File: config.mk
export PLATFORM = sky130hd
export DESIGN_NAME = fstat_unit
export DESIGN_NICKNAME = d
export VERILOG_FILES = /design/src/rtl/fstat_pkg.sv /design/src/rtl/fstat_fifo.sv /design/src/rtl/fstat_irq.sv /design/src/rtl/fstat_recover.sv /design/src/rtl/fstat_unit.sv
export SDC_FILE = /design/constraint.sdc
export NUM_CORES = 1
export LEC_CHECK = 0
export CAP_MARGIN = 25
export CORE_ASPECT_RATIO = 0.5
export CORE_MARGIN = 2
export CORE_UTILIZATION = 55
export DETAILED_ROUTE_END_ITERATION = 6
export DONT_BUFFER_PORTS = 1
export PLACE_DENSITY = 0.7
export REMOVE_ABC_BUFFERS = 1
export SETUP_SLACK_MARGIN = 0.02
export SLEW_MARGIN = 10
export SYNTH_ARGS = -nofsm -noshare
export SYNTH_HDL_FRONTEND = slang
export SYNTH_SLANG_ARGS = --single-unit
File: constraint.sdc
create_clock -name clk -period 7.8 [get_ports clk]
set_input_delay 0.39 -clock clk [delete_from_list [all_inputs] [get_ports clk]]
set_output_delay 0.39 -clock clk [all_outputs]
set_load 0.01 [all_outputs]
File: src/rtl/fstat_pkg.sv
package fstat_pkg;
  localparam int REG_W  = 32;
  localparam int ADDR_W = 9;
  localparam int IRQ_N  = 8;
  localparam int LVL_FW = 5;

  localparam logic [ADDR_W-1:0] OFS_CTRL  = 9'h000;
  localparam logic [ADDR_W-1:0] OFS_MASK  = 9'h004;
  localparam logic [ADDR_W-1:0] OFS_CLR   = 9'h008;
  localparam logic [ADDR_W-1:0] OFS_RECOV = 9'h010;
  localparam logic [ADDR_W-1:0] OFS_ISR   = 9'h01C;
  localparam logic [ADDR_W-1:0] OFS_FSR   = 9'h020;
  localparam logic [ADDR_W-1:0] OFS_SR    = 9'h024;
  localparam logic [ADDR_W-1:0] OFS_RAW   = 9'h028;
  localparam logic [ADDR_W-1:0] OFS_DATA  = 9'h108;

  localparam int FSR_RXLVL_LSB = 16;
  localparam int FSR_TXLVL_LSB = 8;

  localparam int IRQ_RX_FULL  = 0;
  localparam int IRQ_RX_UNDER = 1;
  localparam int IRQ_TX_OVER  = 2;
  localparam int IRQ_TX_EMPTY = 3;
  localparam int IRQ_XFER     = 4;
  localparam int IRQ_HBUS     = 5;
  localparam int IRQ_SERIAL   = 6;
  localparam int IRQ_DMA      = 7;
endpackage

File: src/rtl/fstat_fifo.sv
module fstat_fifo #(
  parameter int W     = 32,
  parameter int DEPTH = 16,
  localparam int AW   = (DEPTH > 1) ? $clog2(DEPTH) : 1,
  localparam int CW   = $clog2(DEPTH + 1)
) (
  input  logic          clk,
  input  logic          rst_n,
  input  logic          flush,
  input  logic          push,
  input  logic [W-1:0]  wdata,
  input  logic          pop,
  output logic [W-1:0]  rdata,
  output logic [CW-1:0] count,
  output logic          full,
  output logic          empty
);
  logic [W-1:0]  store [DEPTH];
  logic [AW-1:0] wp, rp;

  function automatic logic [AW-1:0] step(input logic [AW-1:0] p);
    return (p == AW'(DEPTH - 1)) ? '0 : p + AW'(1);
  endfunction

  assign full  = (count == CW'(DEPTH));
  assign empty = (count == '0);
  assign rdata = store[rp];

  always_ff @(posedge clk) begin
    if (push) store[wp] <= wdata;
  end

  always_ff @(posedge clk or negedge rst_n) begin
    if (!rst_n) begin
      wp <= '0; rp <= '0; count <= '0;
    end else if (flush) begin
      wp <= '0; rp <= '0; count <= '0;
    end else begin
      if (push) wp <= step(wp);
      if (pop)  rp <= step(rp);
      case ({push, pop})
        2'b10:   count <= count + CW'(1);
        2'b01:   count <= count - CW'(1);
        default: count <= count;
      endcase
    end
  end


  push_not_full_chk: assert property (@(posedge clk) disable iff (!rst_n)
    push |-> !full);

  pop_not_empty_chk: assert property (@(posedge clk) disable iff (!rst_n)
    pop |-> !empty);

  count_bound_chk: assert property (@(posedge clk) disable iff (!rst_n)
    count <= CW'(DEPTH));
endmodule

File: src/rtl/fstat_irq.sv
module fstat_irq #(
  parameter int N = 8
) (
  input  logic         clk,
  input  logic         rst_n,
  input  logic [N-1:0] set,
  input  logic [N-1:0] clr,
  input  logic         wipe,
  input  logic         mask_we,
  input  logic [N-1:0] mask_wdata,
  output logic [N-1:0] raw,
  output logic [N-1:0] mask,
  output logic [N-1:0] masked,
  output logic         irq
);
  always_ff @(posedge clk or negedge rst_n) begin
    if (!rst_n) begin
      raw  <= '0;
      mask <= '1;
    end else begin
      raw <= wipe ? '0 : ((raw & ~clr) | set);
      if (mask_we) mask <= mask_wdata;
    end
  end

  assign masked = raw & ~mask;
  assign irq    = |masked;


  set_wins_chk: assert property (@(posedge clk) disable iff (!rst_n)
    !wipe |=> ((raw & $past(set)) == $past(set)));

  clear_takes_chk: assert property (@(posedge clk) disable iff (!rst_n)
    !wipe |=> ((raw & $past(clr) & ~$past(set)) == '0));

  wipe_empties_chk: assert property (@(posedge clk) disable iff (!rst_n)
    wipe |=> (raw == '0));
endmodule

File: src/rtl/fstat_recover.sv
module fstat_recover #(
  parameter int CYCLES = 8,
  localparam int CW    = $clog2(CYCLES + 1)
) (
  input  logic clk,
  input  logic rst_n,
  input  logic start,
  output logic active
);
  logic [CW-1:0] left;

  always_ff @(posedge clk or negedge rst_n) begin
    if (!rst_n)                left <= '0;
    else if (start && !active) left <= CW'(CYCLES);
    else if (active)           left <= left - CW'(1);
  end

  assign active = (left != '0);


  recover_start_chk: assert property (@(posedge clk) disable iff (!rst_n)
    (start && !active) |=> active);

  recover_idle_chk: assert property (@(posedge clk) disable iff (!rst_n)
    (!start && !active) |=> !active);
endmodule

File: src/rtl/fstat_unit.sv
module fstat_unit
  import fstat_pkg::*;
#(
  parameter int DEPTH      = 16,
  parameter int RST_CYCLES = 8
) (
  input  logic              clk,
  input  logic              rst_n,
  input  logic              bus_en,
  input  logic              bus_we,
  input  logic [ADDR_W-1:0] bus_addr,
  input  logic [REG_W-1:0]  bus_wdata,
  output logic [REG_W-1:0]  bus_rdata,
  output logic              tx_valid,
  input  logic              tx_ready,
  output logic [REG_W-1:0]  tx_data,
  input  logic              rx_valid,
  output logic              rx_ready,
  input  logic [REG_W-1:0]  rx_data,
  input  logic              seq_busy,
  input  logic              xfer_done,
  input  logic              dma_done,
  input  logic              ser_err,
  input  logic              hbus_err,
  output logic              irq
);
  localparam int CW = $clog2(DEPTH + 1);

  logic wr, rd, rst_active;
  logic [CW-1:0] tx_cnt, rx_cnt, tx_free;
  logic tx_full, tx_empty, rx_full, rx_empty;
  logic tx_push, tx_pop, rx_push, rx_pop;
  logic data_wr, data_rd;
  logic [REG_W-1:0] rx_head, ctrl_q, fsr;
  logic [IRQ_N-1:0] irq_set, irq_clr, raw, mask, masked;

  assign wr = bus_en &  bus_we;
  assign rd = bus_en & ~bus_we;

  assign data_wr = wr && (bus_addr == OFS_DATA) && !rst_active;
  assign data_rd = rd && (bus_addr == OFS_DATA) && !rst_active;
  assign tx_push = data_wr && !tx_full;
  assign rx_pop  = data_rd && !rx_empty;

  assign tx_valid = !tx_empty && !rst_active;
  assign rx_ready = !rx_full && !rst_active;
  assign tx_pop   = tx_valid && tx_ready;
  assign rx_push  = rx_valid && rx_ready;

  fstat_fifo #(.W(REG_W), .DEPTH(DEPTH)) u_txq (
    .clk(clk), .rst_n(rst_n), .flush(rst_active),
    .push(tx_push), .wdata(bus_wdata), .pop(tx_pop),
    .rdata(tx_data), .count(tx_cnt), .full(tx_full), .empty(tx_empty));

  fstat_fifo #(.W(REG_W), .DEPTH(DEPTH)) u_rxq (
    .clk(clk), .rst_n(rst_n), .flush(rst_active),
    .push(rx_push), .wdata(rx_data), .pop(rx_pop),
    .rdata(rx_head), .count(rx_cnt), .full(rx_full), .empty(rx_empty));

  fstat_recover #(.CYCLES(RST_CYCLES)) u_recover (
    .clk(clk), .rst_n(rst_n),
    .start(wr && (bus_addr == OFS_RECOV) && bus_wdata[0]),
    .active(rst_active));

  always_comb begin
    irq_set               = '0;
    irq_set[IRQ_DMA]      = dma_done;
    irq_set[IRQ_SERIAL]   = ser_err;
    irq_set[IRQ_HBUS]     = hbus_err;
    irq_set[IRQ_XFER]     = xfer_done;
    irq_set[IRQ_TX_EMPTY] = tx_pop && (tx_cnt == CW'(1)) && !tx_push;
    irq_set[IRQ_TX_OVER]  = data_wr && tx_full;
    irq_set[IRQ_RX_UNDER] = data_rd && rx_empty;
    irq_set[IRQ_RX_FULL]  = rx_push && (rx_cnt == CW'(DEPTH - 1)) && !rx_pop;
  end

  assign irq_clr = (wr && (bus_addr == OFS_CLR)) ? bus_wdata[IRQ_N-1:0] : '0;

  fstat_irq #(.N(IRQ_N)) u_irq (
    .clk(clk), .rst_n(rst_n), .set(irq_set), .clr(irq_clr),
    .wipe(rst_active), .mask_we(wr && (bus_addr == OFS_MASK)),
    .mask_wdata(bus_wdata[IRQ_N-1:0]),
    .raw(raw), .mask(mask), .masked(masked), .irq(irq));

  always_ff @(posedge clk or negedge rst_n) begin
    if (!rst_n) ctrl_q <= '0;
    else if (wr && (bus_addr == OFS_CTRL) && !seq_busy) ctrl_q <= bus_wdata;
  end

  assign tx_free = CW'(DEPTH) - tx_cnt;

  always_comb begin
    fsr = '0;
    fsr[FSR_RXLVL_LSB +: LVL_FW] = LVL_FW'(rx_cnt);
    fsr[FSR_TXLVL_LSB +: LVL_FW] = LVL_FW'(tx_free);
    fsr[3] = rx_full;
    fsr[2] = rx_empty;
    fsr[1] = tx_empty;
    fsr[0] = tx_full;
  end

  always_comb begin
    case (bus_addr)
      OFS_CTRL:  bus_rdata = ctrl_q;
      OFS_MASK:  bus_rdata = REG_W'(mask);
      OFS_RECOV: bus_rdata = REG_W'(rst_active);
      OFS_ISR:   bus_rdata = REG_W'(masked);
      OFS_FSR:   bus_rdata = fsr;
      OFS_SR:    bus_rdata = REG_W'(seq_busy);
      OFS_RAW:   bus_rdata = REG_W'(raw);
      OFS_DATA:  bus_rdata = (rx_empty || rst_active) ? '0 : rx_head;
      default:   bus_rdata = '0;
    endcase
  end


  ctrl_locked_chk: assert property (@(posedge clk) disable iff (!rst_n)
    seq_busy |=> (ctrl_q == $past(ctrl_q)));

  tx_hold_chk: assert property (@(posedge clk) disable iff (!rst_n)
    (tx_valid && !tx_ready && !rst_active && !(wr && bus_addr == OFS_RECOV))
      |=> (tx_valid && $stable(tx_data)));
endmodule

==> results of run 1 <==
[placed cells by master, fill, tap and decap left out, drive strengths merged, types with 9 or more instances in the layout]
master / n
a211oi: 21
a21oi: 27
a221o: 10
a22o: 14
and2: 22
and4: 9
buf: 44
clkbuf: 114
clkinv: 35
dfrtp: 70
dlygate4sd3: 71
edfxtp: 1024
ha: 17
inv: 28
mux2: 49
mux2i: 21
mux4: 302
nand2: 44
nand3: 18
nor2: 42
nor2b: 11
nor3: 14
o21ai: 21
[through the flow]
stage                     setup WS [ns]  hold WS [ns]  utilization, %  area [sq um]
after global routing               3.20         0.130            62.4         48400
final                              3.47         0.133            62.4         48400
after floorplan                   0.892        0.0944               -         42800
after global placement             3.96        0.0992            57.2         44400
after detailed placement           3.96        0.0989            57.4         44500
after CTS                          3.23         0.102            62.2         48300
[area by class of cell]
class,instances,share of cell area (%)
clock inverters,54,1.11
flip-flops and latches,1102,67.7
well taps,1036,2.68
repair buffers,115,2.52
clock buffers,114,5.10
multi-input cells,741,20.7
inverters,21,0.163
diodes,3,0.0155
[power by group through the flow]
stage / combinational, mW / clock (mW) / sequential, mW
2_1_floorplan: 0.116 / 0 / 6.63
6_report: 0.296 / 4.63 / 6.51
3_3_place_gp: 0.168 / 0 / 6.64
4_1_cts: 0.294 / 4.68 / 6.51
3_5_place_dp: 0.173 / 0 / 6.64
5_1_grt: 0.319 / 4.92 / 6.51
[cell families (layout without fill, tap and decap cells)]
logic type	Yosys count	in the layout	synth area share, %
xor gates and xnor gates	11	11	0.223
AOI/OAI and AO/OA	141	141	2.36
and+or+nand+nor	200	200	2.51
buffers and inverters	133	304	1.28
other	0	3	0
DFF	1102	1102	75.6
muxes	372	372	17.5
adders and majority gates	17	17	0.492
[state kept, by name (all words and copies together), names as in the netlist]
name,flops
u_rxq.count,5
u_recover.left,4
u_txq.wp,4
u_txq.rp,4
ctrl_q,32
u_txq.store,512
u_txq.count,5
u_rxq.store,512
u_rxq.wp,4
u_irq.mask,8
u_rxq.rp,4
u_irq.raw,8
[path summary, 6_finish.rpt]
kind                                 from            endpoint  slack, ns  cells after the start
max                           u_rxq.rp[0]        bus_rdata[5]       3.47                      6
min                              rx_valid         u_rxq.wp[0]       0.13                      3
max reg2reg                u_txq.count[0]  u_txq.store[6][14]       4.14                      7
min reg2reg                     ctrl_q[1]           ctrl_q[1]       0.51                      1
max in group asynchronous           rst_n         u_rxq.rp[1]       7.08                      2
min in group asynchronous           rst_n          ctrl_q[27]       0.27                      2
[synthesized netlist by cell type (4+ instances only)]
| cell | instances | area (sq um) |
|---|---|---|
| buf_2 | 31 | 155 |
| a211oi_1 | 21 | 158 |
| a21oi_1 | 27 | 135 |
| buf_1 | 10 | 37.5 |
| nor2b_1 | 11 | 68.8 |
| mux4_2 | 302 | 6800 |
| o31ai_1 | 6 | 45.0 |
| clkbuf_1 | 69 | 259 |
| and3_1 | 7 | 43.8 |
| a222oi_1 | 4 | 40.0 |
| mux2i_1 | 20 | 200 |
| edfxtp_1 | 1024 | 30700 |
| ha_1 | 17 | 213 |
| a311oi_1 | 4 | 35.0 |
| nand2_1 | 43 | 161 |
| a22o_1 | 14 | 123 |
| xnor2_1 | 7 | 61.3 |
| a22oi_1 | 5 | 37.5 |
| mux2_2 | 49 | 552 |
| o211ai_1 | 7 | 52.6 |
| a221o_1 | 10 | 100 |
| nand3_1 | 18 | 90.1 |
| nand4_1 | 5 | 31.3 |
| xor2_1 | 4 | 35.0 |
| nor3_1 | 13 | 65.1 |
| dfstp_2 | 8 | 210 |
| nor2_1 | 42 | 158 |
| and4_1 | 9 | 78.8 |
| nor4_1 | 4 | 25.0 |
| and2_1 | 22 | 138 |
| o22ai_1 | 4 | 25.0 |
| o21ai_0 | 20 | 100 |
| dfrtp_1 | 70 | 1750 |
| inv_1 | 21 | 78.8 |
[layer usage]
layer | global-route usage [%] | up-vias | wire, microns
li1 | - | 8530 | -
met1 | 35.3 | 11200 | 39900
met2 | 39.3 | 901 | 47900
met3 | 3.57 | 159 | 6920
met4 | 6.32 | 6 | 2210
met5 | 0 | - | 46
[worst register-to-register path, cell delays in order (launching register included)]
cell     delay [ns]
dfrtp_1        0.49
inv_1          0.08
ha_1           0.26
nor3b_1        0.20
ha_1           0.27
or3_1          0.60
nor3b_1        0.49
and2_2         0.87
==> impl_metrics.yaml, run 1 <==
outcome:
  status: "completed"
setup_path:
  start_kind: "register"
  critPathMaxFanout: 36
  cp-end-kind: "output pin"
  cp.buffers_inverters: 2
  worst_ep_arrival_time_ns: 3.94
  critPathSlowestCell: "dfrtp_4"
  cp_top_family: "buffers and inverters"
  crit_type: "register to output pin"
  critPathRequiredTime_ns: 7.41
  cp_slowest_stage_delay_ns: 0.86
  crit_chain: "buf_4 -> buf_12 -> mux4_2 -> mux2_2 -> a21oi_1 -> o21ai_0"
pwr:
  pwr-share-clk_pct: 40.5
  seq_power_share_pct: 56.9
  total_power_mw: 11.4
  vdd_ir_max_v: 0.000154
  leakage_nw: 14.9
  power.internal_mw: 9.12
  netSwitchingPower_mw: 2.32
  sw_frac_of_total_pct: 20.3
  power.density_cell_area_mw_per_mm2: 236
  combinationalPowerShare_pct: 2.6
sta:
  timing.fmax_mhz: 231
  setup_viol: 0
  min_period_ns: 4.33
  finalHoldViolations: 0
  timing.max_slew.rel_slack_pct: 32.8
  fin_skew_ns: 0.0235
  timing.final.crit_share_pct: 55.5
  fin_setup_tns_ns: 0
  rsz0062_at_grt: "false"
  timing.final.max_slew_violations: 0
  worst-slew-pin-transition_ns: 1.01
clock_tree:
  clk_pin_slew_ns: 0.07
  clockRootBuffer: "clkbuf_16"
  numCtsBuffers: 93
  clk_path_buf_depth: 3
  cts_tree: "built"
  postCtsSetupRepairBufs: 0
  hold_buffers: 72
  clock_tree.htree_level_count: 3
  clkSinkCount: 1102
  clkLatencyLatePin_ns: 0.66
  post_cts_resized: 0
cells_and_area:
  layout.nets: 2175
  flow.area_growth_from_synthesis_pct: 11.8
  final_layout_size_suffix_gt1_share_pct: 27.8
  multi_input_area_sq_mm: 0.0100
  fillCellCount: 5123
  sequential_cell_area_sq_mm: 0.0327
  post_layout_nonfiller_instances: 3186
detailed_routing:
  route.final.wire_length_microns: 97000
  dr_total_vias: 20800
  drc_errors: 0
  antenna_violating_nets_post_route: 0
  drt_iter0_drc: 2431
  drt-wirelength-per-cell_microns: 30.5
  first_pass_iters: 5
  viasPerCell: 6.53
yosys:
  post_synth_inst_count: 1976
  mappedNetlistArea_sq_mm: 0.0433
  synth-seq-area-share_pct: 75.6
  synthFlopType: "edfxtp_1"
  synthDistinctLibCells: 66
  number_of_flops_mapped_to_enable_cells_by_yosys: 1024
  synth-async-reset-ratio_pct: 7.08
  synth.ff_latch_count: 1102
  ys_warn_count: 0
  syn-mean-instance-area_sq_um: 21.9
global_routing:
  global_route_wire_length_before_repair_microns: 143000
  globalRoute.totalOverflow: 0
  track_usage_pct: 24.2
  maximum_number_of_pins_on_one_net_before_global_route_repair: 112
  first_global_vias: 20600
  grt_antenna_before_repair: 5
place:
  place.detailed.instances: 2938
  gp_routability_congestion: 0.863
  place.port_buffers: 0
  detailed_place_hpwl_microns: 54300
floorplanning:
  top_level_ports: 151
  placement_rows: 72
  horiz_die_dim_microns: 401
  die-height_microns: 202
  fp.dieArea_sq_mm: 0.0810
  start_util_pct: 55.8
  core_region_area_sq_mm: 0.0776
flow_run:
  cap_violations: 0
worst_hold_path:
  hp-class: "input pin to register"
Power figures use the tool's default switching activity.
==> run 2, diff against run 1 <==
--- a/config.mk
+++ b/config.mk
@@ -5,13 +5,14 @@
 export SDC_FILE = /design/constraint.sdc
 export NUM_CORES = 1
 export LEC_CHECK = 0
+export ABC_AREA = 1
 export CAP_MARGIN = 25
 export CORE_ASPECT_RATIO = 0.5
 export CORE_MARGIN = 2
 export CORE_UTILIZATION = 55
 export DETAILED_ROUTE_END_ITERATION = 6
 export DONT_BUFFER_PORTS = 1
-export PLACE_DENSITY = 0.7
+export PLACE_DENSITY = 0.73
 export REMOVE_ABC_BUFFERS = 1
 export SETUP_SLACK_MARGIN = 0.02
 export SLEW_MARGIN = 10
==> constraint.sdc (replaced) <==
create_clock -name clk -period 3.6 [get_ports clk]
set_input_delay 0.18 -clock clk [delete_from_list [all_inputs] [get_ports clk]]
set_output_delay 0.18 -clock clk [all_outputs]
set_load 0.01 [all_outputs]
==> run 2 against run 1 <==
- clock skew decreased by 0.0090 ns
- synthesized cell count increased by 73%
- flip-flop and latch count unchanged
- total power increased by 120%
- critical endpoint is now bus_rdata[21]
==> impl_metrics.yaml, run 2 <==
outcome:
  status: "completed"
clock_tree:
  postCtsSetupRepairBufs: 0
  clk_path_buf_depth: 3
  clockRootBuffer: "clkbuf_16"
  hold_buffers: 80
  post_cts_resized: 0
  clkSinkCount: 1102
  clkLatencyLatePin_ns: 0.66
  clk_pin_slew_ns: 0.07
  clock_tree.htree_level_count: 3
  numCtsBuffers: 94
  cts_tree: "built"
cells_and_area:
  flow.area_growth_from_synthesis_pct: 12.4
  layout.cells.most_common: "edfxtp_1"
  final_layout_size_suffix_gt1_share_pct: 8.96
  layout.core_utilization_pct: 62.4
  layout_common_cells: "1024 x edfxtp_1, 578 x o21ai_0, 549 x nor2_1, 280 x nand2_1, 184 x o22ai_1"
  fillCellCount: 5615
  layout_top_registers: "u_rxq.store (512), u_txq.store (512), ctrl_q (32)"
  layout.nets: 3576
pwr:
  leakage_nw: 16.5
  power.density_cell_area_mw_per_mm2: 497
  total_power_mw: 24.6
  vdd_ir_max_v: 0.000342
worst_hold_path:
  hp-class: "input pin to async pin"
global_routing:
  track_usage_pct: 27.1
  grt_antenna_before_repair: 4
  globalRoute.totalOverflow: 0
  global_route_wire_length_before_repair_microns: 170000
  maximum_number_of_pins_on_one_net_before_global_route_repair: 179
  first_global_vias: 27500
detailed_routing:
  first_pass_iters: 6
  antenna_violating_nets_post_route: 0
  drt_iter0_drc: 4449
  drc_errors: 0
  drt-wirelength-per-cell_microns: 24.7
  dr_total_vias: 29100
  viasPerCell: 6.32
  route.final.wire_length_microns: 114000
sta:
  timing.max_slew.rel_slack_pct: 33.7
  setup_viol: 0
  timing.final.crit_share_pct: 92.9
  whs_ns: 0.0535
  rsz0062_at_grt: "false"
  timing.final.max_slew_violations: 0
  timing.fmax_mhz: 299
  fin_setup_tns_ns: 0
  finalHoldViolations: 0
  fin_skew_ns: 0.0145
  worst-slew-pin-transition_ns: 0.994
  min_period_ns: 3.34
setup_path:
  critPathSlowestCell: "buf_4"
  worst_ep_arrival_time_ns: 3.16
  cp_slowest_stage_delay_ns: 0.51
  crit_type: "register to output pin"
  cp_top_family: "buffers and inverters"
  cp-end-kind: "output pin"
  crit_chain: "inv_2 -> buf_4 -> o21ai_0 -> o22ai_1 -> o21ai_0 -> o22ai_1 -> a22o_1"
  cp.buffers_inverters: 2
  critPathMaxFanout: 39
  critPathRequiredTime_ns: 3.42
  start_kind: "register"
floorplanning:
  start_util_pct: 55.5
  core_region_area_sq_mm: 0.0794
  fp.dieArea_sq_mm: 0.0825
  die-height_microns: 204
  top_level_ports: 151
  placement_rows: 73
  horiz_die_dim_microns: 404
place:
  place.port_buffers: 0
  gp_routability_congestion: 0.918
  detailed_place_hpwl_microns: 64500
yosys:
  yosys-top-cells-count: "1024 x edfxtp_1, 582 x nor2_1, 578 x o21ai_0"
  synth.ff_latch_count: 1102
  netlist_top_cells_area: "edfxtp_1 70%, o21ai_0 6.6%, nor2_1 5.0%, dfrtp_1 4.0%, o22ai_1 2.6%"
  synth-seq-area-share_pct: 74.2
  synthFlopType: "edfxtp_1"
  netlist.area_leader.share_pct: 69.8
  mappedNetlistArea_sq_mm: 0.0441
  synthDistinctLibCells: 43
  synth.largest_area_cell: "edfxtp_1"
  synth-async-reset-ratio_pct: 7.08
  number_of_flops_mapped_to_enable_cells_by_yosys: 1024
  syn-mean-instance-area_sq_um: 12.9
  ys_warn_count: 0
  post-synth-top-count-cell: "edfxtp_1"
  post_synth_inst_count: 3417
flow_run:
  cap_violations: 0
run 2: cell families (layout without fill, tap and decap cells):
| logic type | Yosys count | count (layout) | share of synthesized area, % |
|---|---|---|---|
| simple gates | 1046 | 1046 | 9.54 |
| flops | 1102 | 1102 | 74.2 |
| mux | 24 | 24 | 0.818 |
| buf+inv | 303 | 437 | 2.73 |
| compound gates | 913 | 913 | 12.0 |
| fa+ha+maj | 17 | 17 | 0.483 |
| other cells | 0 | 2 | 0 |
| xor+xnor | 12 | 12 | 0.238 |
run 2: final timing paths:
path                              startpoint            endpoint  slack, ns  depth (start not counted)
max                              u_rxq.rp[1]       bus_rdata[21]       0.26                          7
min                                    rst_n          ctrl_q[13]       0.05                          2
max reg2reg                u_recover.left[0]  u_txq.store[9][23]       0.47                          9
min reg2reg                        ctrl_q[1]           ctrl_q[1]       0.49                          2
max in group asynchronous              rst_n       u_irq.mask[5]       3.14                          2
min in group clk                 bus_addr[8]         u_rxq.rp[1]       0.06                          6
run 2: worst reg2reg max path: stages (launching register included):
cell     delay, ns
dfrtp_1       0.36
inv_1         0.10
ha_1          0.22
nand2_1       0.09
nor2_1        0.38
nand4_1       0.39
inv_1         0.26
nand2_1       0.27
nor2_4        0.48
buf_12        0.25
run 2: metrics by stage:
| step | worst slack, ns | cells | instance area, sq um |
|---|---|---|---|
| 2_1_floorplan | -6.32 | 3195 | 43200 |
| 3_3_place_gp | 0.610 | 4348 | 45800 |
| 3_5_place_dp | 0.499 | 4349 | 45800 |
| 4_1_cts | 0.280 | 4601 | 49500 |
| 5_1_grt | 0.0800 | 4603 | 49500 |
| 6_report | 0.256 | 4603 | 49500 |
run 2: power breakdown:
| group | internal, mW | total (mW) | switching, mW |
|---|---|---|---|
| Sequential | 14.1 | 14.1 | 0.0447 |
| Combinational | 0.211 | 0.765 | 0.553 |
| Clock | 5.21 | 9.73 | 4.53 |
| Total | 19.5 | 24.6 | 5.13 |
run 2: final cells by class:
type	instances	area [sq um]	share of cell area, %
flip-flops and latches	1102	32700	66.1
multi-input cells	2012	10400	21.0
clock buffers	110	2430	4.91
repair buffers	184	1870	3.79
well taps	1050	1310	2.65
clock inverters	62	437	0.882
inverters	81	315	0.637
diodes	2	5.00	0.0101
run 2: routing by layer:
layer	up-vias	track usage, %	routed length (microns)
met3	193	4.66	11800
li1	12800	-	-
met5	-	0	27
met1	14400	39.5	45600
met4	4	8.38	3000
met2	1725	42.3	53300
